===== config.mk =====
export PLATFORM = sky130hd
export DESIGN_NAME = spi_rxd_sampler
export DESIGN_NICKNAME = d
export VERILOG_FILES = /design/src/rtl/spi_rxd_pkg.sv /design/src/rtl/spi_rxd_ctl.sv /design/src/rtl/spi_rxd_sync.sv /design/src/rtl/spi_rxd_pick.sv /design/src/rtl/spi_rxd_shift.sv /design/src/rtl/spi_rxd_sampler.sv
export SDC_FILE = /design/constraint.sdc
export NUM_CORES = 1
export LEC_CHECK = 0
export ABC_AREA = 1
export BUFFER_PORTS_ARGS = -buffer_cell sky130_fd_sc_hd__clkbuf_2
export CAP_MARGIN = 20
export CORE_MARGIN = 10
export CORE_UTILIZATION = 46
export CTS_CLUSTER_DIAMETER = 80
export DETAILED_ROUTE_END_ITERATION = 8
export GPL_TIMING_DRIVEN = 1
export PLACE_DENSITY = 0.81
export SYNTH_ARGS = -nofsm -noshare
export SYNTH_HDL_FRONTEND = slang
export SYNTH_HIERARCHICAL = 1
export SYNTH_SLANG_ARGS = --single-unit
export TNS_END_PERCENT = 100

===== constraint.sdc =====
create_clock -name clk -period 1.9 [get_ports clk]
set_input_delay 0.38 -clock clk [delete_from_list [all_inputs] [get_ports clk]]
set_output_delay 0.38 -clock clk [all_outputs]
set_load 0.005 [all_outputs]

===== src/rtl/spi_rxd_pkg.sv =====
package spi_rxd_pkg;
    typedef enum logic [1:0] {
        SMP_EDGE = 2'd0,
        SMP_HALF = 2'd1,
        SMP_FULL = 2'd2
    } smp_mode_e;
endpackage


===== src/rtl/spi_rxd_ctl.sv =====
// Control slice: two mode bits, writes during a transfer are staged.
module spi_rxd_ctl
    import spi_rxd_pkg::*;
#(
    parameter int CTL_W      = 32,
    parameter int POS_DIRECT = 13,
    parameter int POS_FULL   = 11
) (
    input  logic             clk,
    input  logic             rst_n,
    input  logic             xfer_busy,
    input  logic             wr_en,
    input  logic [CTL_W-1:0] wr_data,
    output logic [CTL_W-1:0] rd_data,
    output smp_mode_e        mode
);
    typedef struct packed {
        logic direct;
        logic full;
        logic stg_vld;
        logic stg_direct;
        logic stg_full;
    } ctl_st_t;

    ctl_st_t st_d, st_q;

    always_comb begin
        st_d = st_q;
        if (wr_en) begin
            if (!xfer_busy) begin
                st_d.direct  = wr_data[POS_DIRECT];
                st_d.full    = wr_data[POS_FULL];
                st_d.stg_vld = 1'b0;
            end else begin
                st_d.stg_direct = wr_data[POS_DIRECT];
                st_d.stg_full   = wr_data[POS_FULL];
                st_d.stg_vld    = 1'b1;
            end
        end else if (!xfer_busy && st_q.stg_vld) begin
            st_d.direct  = st_q.stg_direct;
            st_d.full    = st_q.stg_full;
            st_d.stg_vld = 1'b0;
        end
    end

    always_ff @(posedge clk or negedge rst_n) begin
        if (!rst_n) st_q <= '0;
        else        st_q <= st_d;
    end

    always_comb begin
        rd_data             = '0;
        rd_data[POS_DIRECT] = st_q.direct;
        rd_data[POS_FULL]   = st_q.full;
        if (st_q.direct)    mode = SMP_EDGE;   // reserved 1/1 folds here
        else if (st_q.full) mode = SMP_FULL;
        else                mode = SMP_HALF;
    end

    // active bits never move across an edge that saw a busy transfer
    p_hold_busy_r3: assert property (@(posedge clk) disable iff (!rst_n)
        $past(xfer_busy) |-> $stable({st_q.direct, st_q.full}));
endmodule


===== src/rtl/spi_rxd_sync.sv =====
// Multi-flop resynchroniser for the serial input.
module spi_rxd_sync #(
    parameter int STAGES = 2
) (
    input  logic clk,
    input  logic rst_n,
    input  logic din,
    output logic dout
);
    logic [STAGES-1:0] sh_d, sh_q;

    generate
        if (STAGES == 1) begin : g_one
            always_comb sh_d = din;
        end else begin : g_many
            always_comb sh_d = {sh_q[STAGES-2:0], din};
        end
    endgenerate

    always_ff @(posedge clk or negedge rst_n) begin
        if (!rst_n) sh_q <= '0;
        else        sh_q <= sh_d;
    end

    assign dout = sh_q[STAGES-1];
endmodule


===== src/rtl/spi_rxd_pick.sv =====
// Sampling-point selection: direct, half-period or full-period late.
module spi_rxd_pick
    import spi_rxd_pkg::*;
#(
    parameter int WORD_W = 8,
    parameter int CNT_W  = 8
) (
    input  logic      clk,
    input  logic      rst_n,
    input  logic      xfer_busy,
    input  smp_mode_e mode,
    input  logic      cap_stb,
    input  logic      lch_stb,
    output logic      smp_now
);
    localparam int CAPW = $clog2(WORD_W + 1);

    typedef struct packed {
        logic             pend;
        logic [CAPW-1:0]  cap_cnt;
        logic [CNT_W-1:0] cnt;
        logic [CNT_W-1:0] period;
    } pick_st_t;

    pick_st_t st_d, st_q;
    logic     take;
    logic     hit;

    always_comb begin
        st_d = st_q;
        hit  = 1'b0;
        take = 1'b0;
        if (!xfer_busy) begin
            st_d = '0;
        end else begin
            if (st_q.cnt != '1) st_d.cnt = st_q.cnt + 1'b1;
            take = cap_stb && (st_q.cap_cnt < CAPW'(WORD_W));
            if (take) begin
                st_d.cnt     = CNT_W'(1);
                st_d.cap_cnt = st_q.cap_cnt + 1'b1;
                if (st_q.cap_cnt == CAPW'(1)) st_d.period = st_q.cnt;
            end
            case (mode)
                SMP_EDGE: hit = take;
                SMP_HALF: begin
                    hit = lch_stb && st_q.pend;
                    if (hit)  st_d.pend = 1'b0;
                    if (take) st_d.pend = 1'b1;
                end
                default: begin
                    hit = st_q.pend && (take ||
                          (st_q.cap_cnt == CAPW'(WORD_W) && st_q.cnt == st_q.period));
                    if (hit)  st_d.pend = 1'b0;
                    if (take) st_d.pend = 1'b1;
                end
            endcase
        end
    end

    always_ff @(posedge clk or negedge rst_n) begin
        if (!rst_n) st_q <= '0;
        else        st_q <= st_d;
    end

    assign smp_now = hit;

    // in full-period mode the first capture of a word never samples
    p_full_first_r7: assert property (@(posedge clk) disable iff (!rst_n)
        (xfer_busy && mode == SMP_FULL && cap_stb && st_q.cap_cnt == '0) |-> !smp_now);
endmodule


===== src/rtl/spi_rxd_shift.sv =====
// Bit register and MSB-first word assembly.
module spi_rxd_shift #(
    parameter int WORD_W = 8
) (
    input  logic              clk,
    input  logic              rst_n,
    input  logic              xfer_busy,
    input  logic              smp_now,
    input  logic              din,
    output logic              bit_q,
    output logic              bit_vld_q,
    output logic [WORD_W-1:0] word_q,
    output logic              word_vld_q
);
    localparam int BCW = $clog2(WORD_W);

    typedef struct packed {
        logic              bitv;
        logic              bit_vld;
        logic [WORD_W-1:0] sh;
        logic [BCW-1:0]    bcnt;
        logic [WORD_W-1:0] word;
        logic              word_vld;
    } sh_st_t;

    sh_st_t st_d, st_q;

    always_comb begin
        st_d          = st_q;
        st_d.bit_vld  = smp_now;
        st_d.word_vld = 1'b0;
        if (!xfer_busy) st_d.bcnt = '0;
        if (smp_now) begin
            st_d.bitv = din;
            st_d.sh   = {st_q.sh[WORD_W-2:0], din};
            if (st_q.bcnt == BCW'(WORD_W - 1)) begin
                st_d.word     = {st_q.sh[WORD_W-2:0], din};
                st_d.word_vld = 1'b1;
                st_d.bcnt     = '0;
            end else begin
                st_d.bcnt = st_q.bcnt + 1'b1;
            end
        end
    end

    always_ff @(posedge clk or negedge rst_n) begin
        if (!rst_n) st_q <= '0;
        else        st_q <= st_d;
    end

    assign bit_q      = st_q.bitv;
    assign bit_vld_q  = st_q.bit_vld;
    assign word_q     = st_q.word;
    assign word_vld_q = st_q.word_vld;

    // a word completes only together with a sampled bit
    p_word_with_bit_r9: assert property (@(posedge clk) disable iff (!rst_n)
        word_vld_q |-> bit_vld_q);
endmodule


===== src/rtl/spi_rxd_sampler.sv =====
module spi_rxd_sampler
    import spi_rxd_pkg::*;
#(
    parameter int WORD_W      = 8,
    parameter int CNT_W       = 8,
    parameter int CTL_W       = 32,
    parameter int POS_DIRECT  = 13,
    parameter int POS_FULL    = 11,
    parameter int SYNC_STAGES = 2
) (
    input  logic              clk,
    input  logic              rst_n,
    input  logic              xfer_busy,
    input  logic              ctl_we,
    input  logic [CTL_W-1:0]  ctl_wdata,
    output logic [CTL_W-1:0]  ctl_rdata,
    input  logic              cap_stb,
    input  logic              lch_stb,
    input  logic              miso,
    output logic              rx_bit,
    output logic              rx_bit_vld,
    output logic [WORD_W-1:0] rx_word,
    output logic              rx_word_vld
);
    smp_mode_e mode_w;
    logic      miso_s;
    logic      smp_now;

    spi_rxd_ctl #(.CTL_W(CTL_W), .POS_DIRECT(POS_DIRECT), .POS_FULL(POS_FULL)) u_ctl (
        .clk(clk), .rst_n(rst_n), .xfer_busy(xfer_busy),
        .wr_en(ctl_we), .wr_data(ctl_wdata), .rd_data(ctl_rdata), .mode(mode_w)
    );

    spi_rxd_sync #(.STAGES(SYNC_STAGES)) u_sync (
        .clk(clk), .rst_n(rst_n), .din(miso), .dout(miso_s)
    );

    spi_rxd_pick #(.WORD_W(WORD_W), .CNT_W(CNT_W)) u_pick (
        .clk(clk), .rst_n(rst_n), .xfer_busy(xfer_busy), .mode(mode_w),
        .cap_stb(cap_stb), .lch_stb(lch_stb), .smp_now(smp_now)
    );

    spi_rxd_shift #(.WORD_W(WORD_W)) u_shift (
        .clk(clk), .rst_n(rst_n), .xfer_busy(xfer_busy), .smp_now(smp_now),
        .din(miso_s), .bit_q(rx_bit), .bit_vld_q(rx_bit_vld),
        .word_q(rx_word), .word_vld_q(rx_word_vld)
    );

    // direct (and reserved) sampling only follows a capture strobe
    p_edge_on_cap_r5: assert property (@(posedge clk) disable iff (!rst_n)
        (rx_bit_vld && $past(mode_w == SMP_EDGE)) |-> $past(cap_stb));

    // half-period sampling only follows a launch strobe
    p_half_on_lch_r6: assert property (@(posedge clk) disable iff (!rst_n)
        (rx_bit_vld && $past(mode_w == SMP_HALF)) |-> $past(lch_stb));

    // nothing is sampled at an edge where no transfer was active
    p_idle_quiet_r10: assert property (@(posedge clk) disable iff (!rst_n)
        !$past(xfer_busy) |-> !rx_bit_vld);
endmodule


==> flow_metrics.py <==
metrics = {
    "status": {
        "status": "finished with violations",
        "violations": "negative setup slack",
    },
    "synthesis": {
        "yosys_warnings": 6,
        "synth_ff_type": "dfrtp_1",
        "synth_xor_xnor_area_share_pct": 0.3411,
        "yosys.area_share.simple_pct": 22.81,
        "async_flop_share_pct": 100.0,
        "ys_ff_latch": 48,
        "synth-edff-count": 0,
        "yosysUniqueCellTypes": 30,
        "syn_area_sq_um": 2567,
        "synth_top_family_by_area": "simple AND/OR/NAND/NOR gates",
        "synth-compound-area-share_pct": 7.749,
        "synth-seq-area-share_pct": 46.78,
        "synth.avg_cell_area_sq_um": 8.390,
        "yosys.area_share.adder_pct": 2.924,
        "synth.area.mux_share_pct": 0,
        "synth_cells": 306,
    },
    "power_and_ir_drop": {
        "power.total_uw": 2389,
        "powerDensity_nw_per_um2": 833.1,
        "p_leak_uw": 0.001498,
        "ir_worst_vdd_uv": 406.1,
    },
    "finish": {
        "fin_area_sq_um": 2868,
        "n_antenna_cell": 0,
        "areaGrowthSynthToFinish_pct": 11.70,
        "mostFrequentLayoutCell": "nand2_1",
        "drive_above_1_share_pct": 23.30,
        "nets": 383,
        "final_cell_mix": "nand2_1, dfrtp_1, conb_1, inv_1, clkbuf_2",
    },
    "grt": {
        "grtUsageTotal_pct": 11.64,
        "grt_overflow_total": 0,
        "grt_pass1_vias": 1926,
        "grt_start_max_net_pins": 49,
        "grt_pass1_wl_um": 8411,
        "antenna_found_initial": 0,
    },
    "clocking": {
        "path_clk_slew_ps": 90,
        "cts_inserted_buffers": 5,
        "cts_tree": "done",
        "htreeDepth": 2,
        "insertion_delay_ps": 310,
        "cts_hold_buffers": 0,
        "numClockSinks": 48,
        "clock_path_buffers": 2,
        "clockRootBuffer": "clkbuf_8",
    },
    "timing": {
        "post-route-period-util_pct": 103.4,
        "timing.final.ws_setup_ps": -64.14,
        "maxSlewViolCount": 0,
        "max_freq_mhz": 509.1,
        "setup_viol": 16,
        "hold_violations": 0,
        "max_slew_margin_pct": 60.35,
        "finalSetupTns_ps": -468.5,
        "period_minus_slack_ps": 1964,
        "fin_skew_ps": 10.24,
        "rsz0062_at_grt": "yes",
        "worst_pin_slew_ps": 594.8,
    },
    "critical_path": {
        "startpoint": "u_pick/st_q[17]",
        "crit_end": "u_shift/word_q[2]",
        "crit_path_max_fanout": 6,
        "worstSetupPathType": "flop to flop",
        "required_ps": 2140,
        "cp_data_arrival_time_ps": 2210,
        "r2r-end": "u_shift/word_q[2]",
        "timing.rr.start": "u_pick/st_q[17]",
        "startpoint_type": "flop",
        "critPathCaptureType": "flop",
        "r2r_cells": 14,
        "r2r_slack_ps": -60,
    },
    "routing": {
        "vias": 1953,
        "via_per_inst": 4.752,
        "wl_um": 5139,
        "m1WireLength_um": 1958,
        "dr.pass1.iters": 4,
        "met3_length_um": 390,
        "ant_nets": 0,
        "route.detailed.drc": 0,
        "drt-initial-drc-count": 88,
        "wl_met2_um": 2692,
        "top_layer": "met4",
        "wire_per_inst_um": 12.50,
    },
    "die": {
        "rows": 27,
        "die_x_um": 94.71,
        "core-area_sq_um": 5473,
        "die_height_um": 94.71,
        "io-pin-count": 82,
        "start_util_pct": 46.91,
        "die_area_sq_um": 8970,
    },
    "placed_design": {
        "place_congestion": 0.8099,
        "dp.final_hpwl_um": 3679,
        "io_buffers": 21,
        "dpl_cell_area_sq_um": 2623,
        "place_ws_ps": -67.63,
    },
    "flow_run": {
        "maxCapViolCount": 0,
    },
    "worst_hold_path": {
        "hold_class": "input pin to asynchronous set/reset pin",
    },
}
[flip-flops by register name (all words and copies together) (netlist names)]
signal	cells
u_ctl/st_q	3
u_shift/word_vld_q	1
u_shift/bit_vld_q	1
u_pick/st_q	21
u_shift/st_q	10
u_ctl/rd_data	2
u_sync/sh_q	2
u_shift/word_q	8
[routing by layer]
layer | track usage [%] | up-vias
met5 | 0 | -
met4 | 5.362 | 0
met3 | 3.489 | 6
met2 | 21.62 | 52
met1 | 11.62 | 933
li1 | - | 962
[final cells by class]
| cell class | count | area [sq um] |
|---|---|---|
| fill | 505 | 2605 |
| sequential | 48 | 1201 |
| multi-input combinational | 206 | 1054 |
| timing repair buffer | 41 | 277.8 |
| inverter | 36 | 137.6 |
| tap | 72 | 90.09 |
| clock buffer | 6 | 72.57 |
| clock inverter | 2 | 35.03 |
[kinds of logic (layout without fill, tap and decap cells)]
family | Yosys count | count (layout)
and+or+nand+nor | 134 | 134
buffers and inverters | 81 | 85
DFF | 48 | 48
AOI/OAI and AO/OA | 35 | 35
adders and majority gates | 6 | 6
other | 1 | 30
xor gates and xnor gates | 1 | 1
[power breakdown]
group	leakage (uW)	total (uW)	internal, uW	switching, uW
clock	0.0000552	721	391	330
sequential	0.000645	1210	1130	81.1
combinational	0.000798	458	190	268
total	0.00150	2390	1710	679
[cells in the mapped netlist (2+ instances only)]
master   instances  area share, %
nor3_1           3           0.58
o21ai_1          3           0.58
nor2_1          15            2.2
dfrtp_1         48             47
o21ai_0         14            2.7
inv_2            7            1.0
nand2_2          2           0.49
buf_6            3            1.3
nor2_2           2           0.49
a31oi_1          3           0.73
a21oi_1          4           0.78
ha_1             6            2.9
buf_4           40             12
nand3_1         18            3.5
nor2_4           2           0.88
nand2_1         85             12
nand4_1          4           0.97
o22ai_1          7            1.7
inv_1           29            4.2
[what timing repair did]
item                                    CTS  global route
endpoints found under the setup margin   17            20
pin swaps                                 0             2
cloned                                    1             0
hold endpoints to repair                  0             0
gates resized for setup                   8            24
buffers inserted                          3             2
[critical path, cell delays in order (launching register included)]
cell and delay (ps):
dfrtp_1 380, inv_1 110, ha_4 130, nand2_2 50, nor2_2 90, nand2_1 60, nor2_1 90, nand4_1 100
nand2_1 100, nand2_2 80, a211oi_4 240, buf_6 200, buf_6 130, nand3_1 70, nand2_1 90
[how the worst min path moves through the flow]
stage | end | from | slack [ps]
3_3_place_gp | u_sync/sh_q[1] | u_sync/sh_q[0] | 340
4_1_cts | u_shift/bit_vld_q | rst_n | 190
3_5_place_dp | u_sync/sh_q[1] | u_sync/sh_q[0] | 360
5_1_grt | u_sync/sh_q[0] | miso | 180
6_report | u_shift/bit_vld_q | rst_n | 160
2_1_floorplan | u_ctl/rd_data[11] | rst_n | 80
[metrics by stage]
step	util, %	hold slack [ps]	cells
after global routing	52.40	181.1	411
after floorplan	-	84.41	335
final	52.40	161.2	411
after CTS	50.66	185.9	409
after detailed placement	47.92	357.7	397
after global placement	47.92	335.8	397
(Power assumes the default switching activity.)
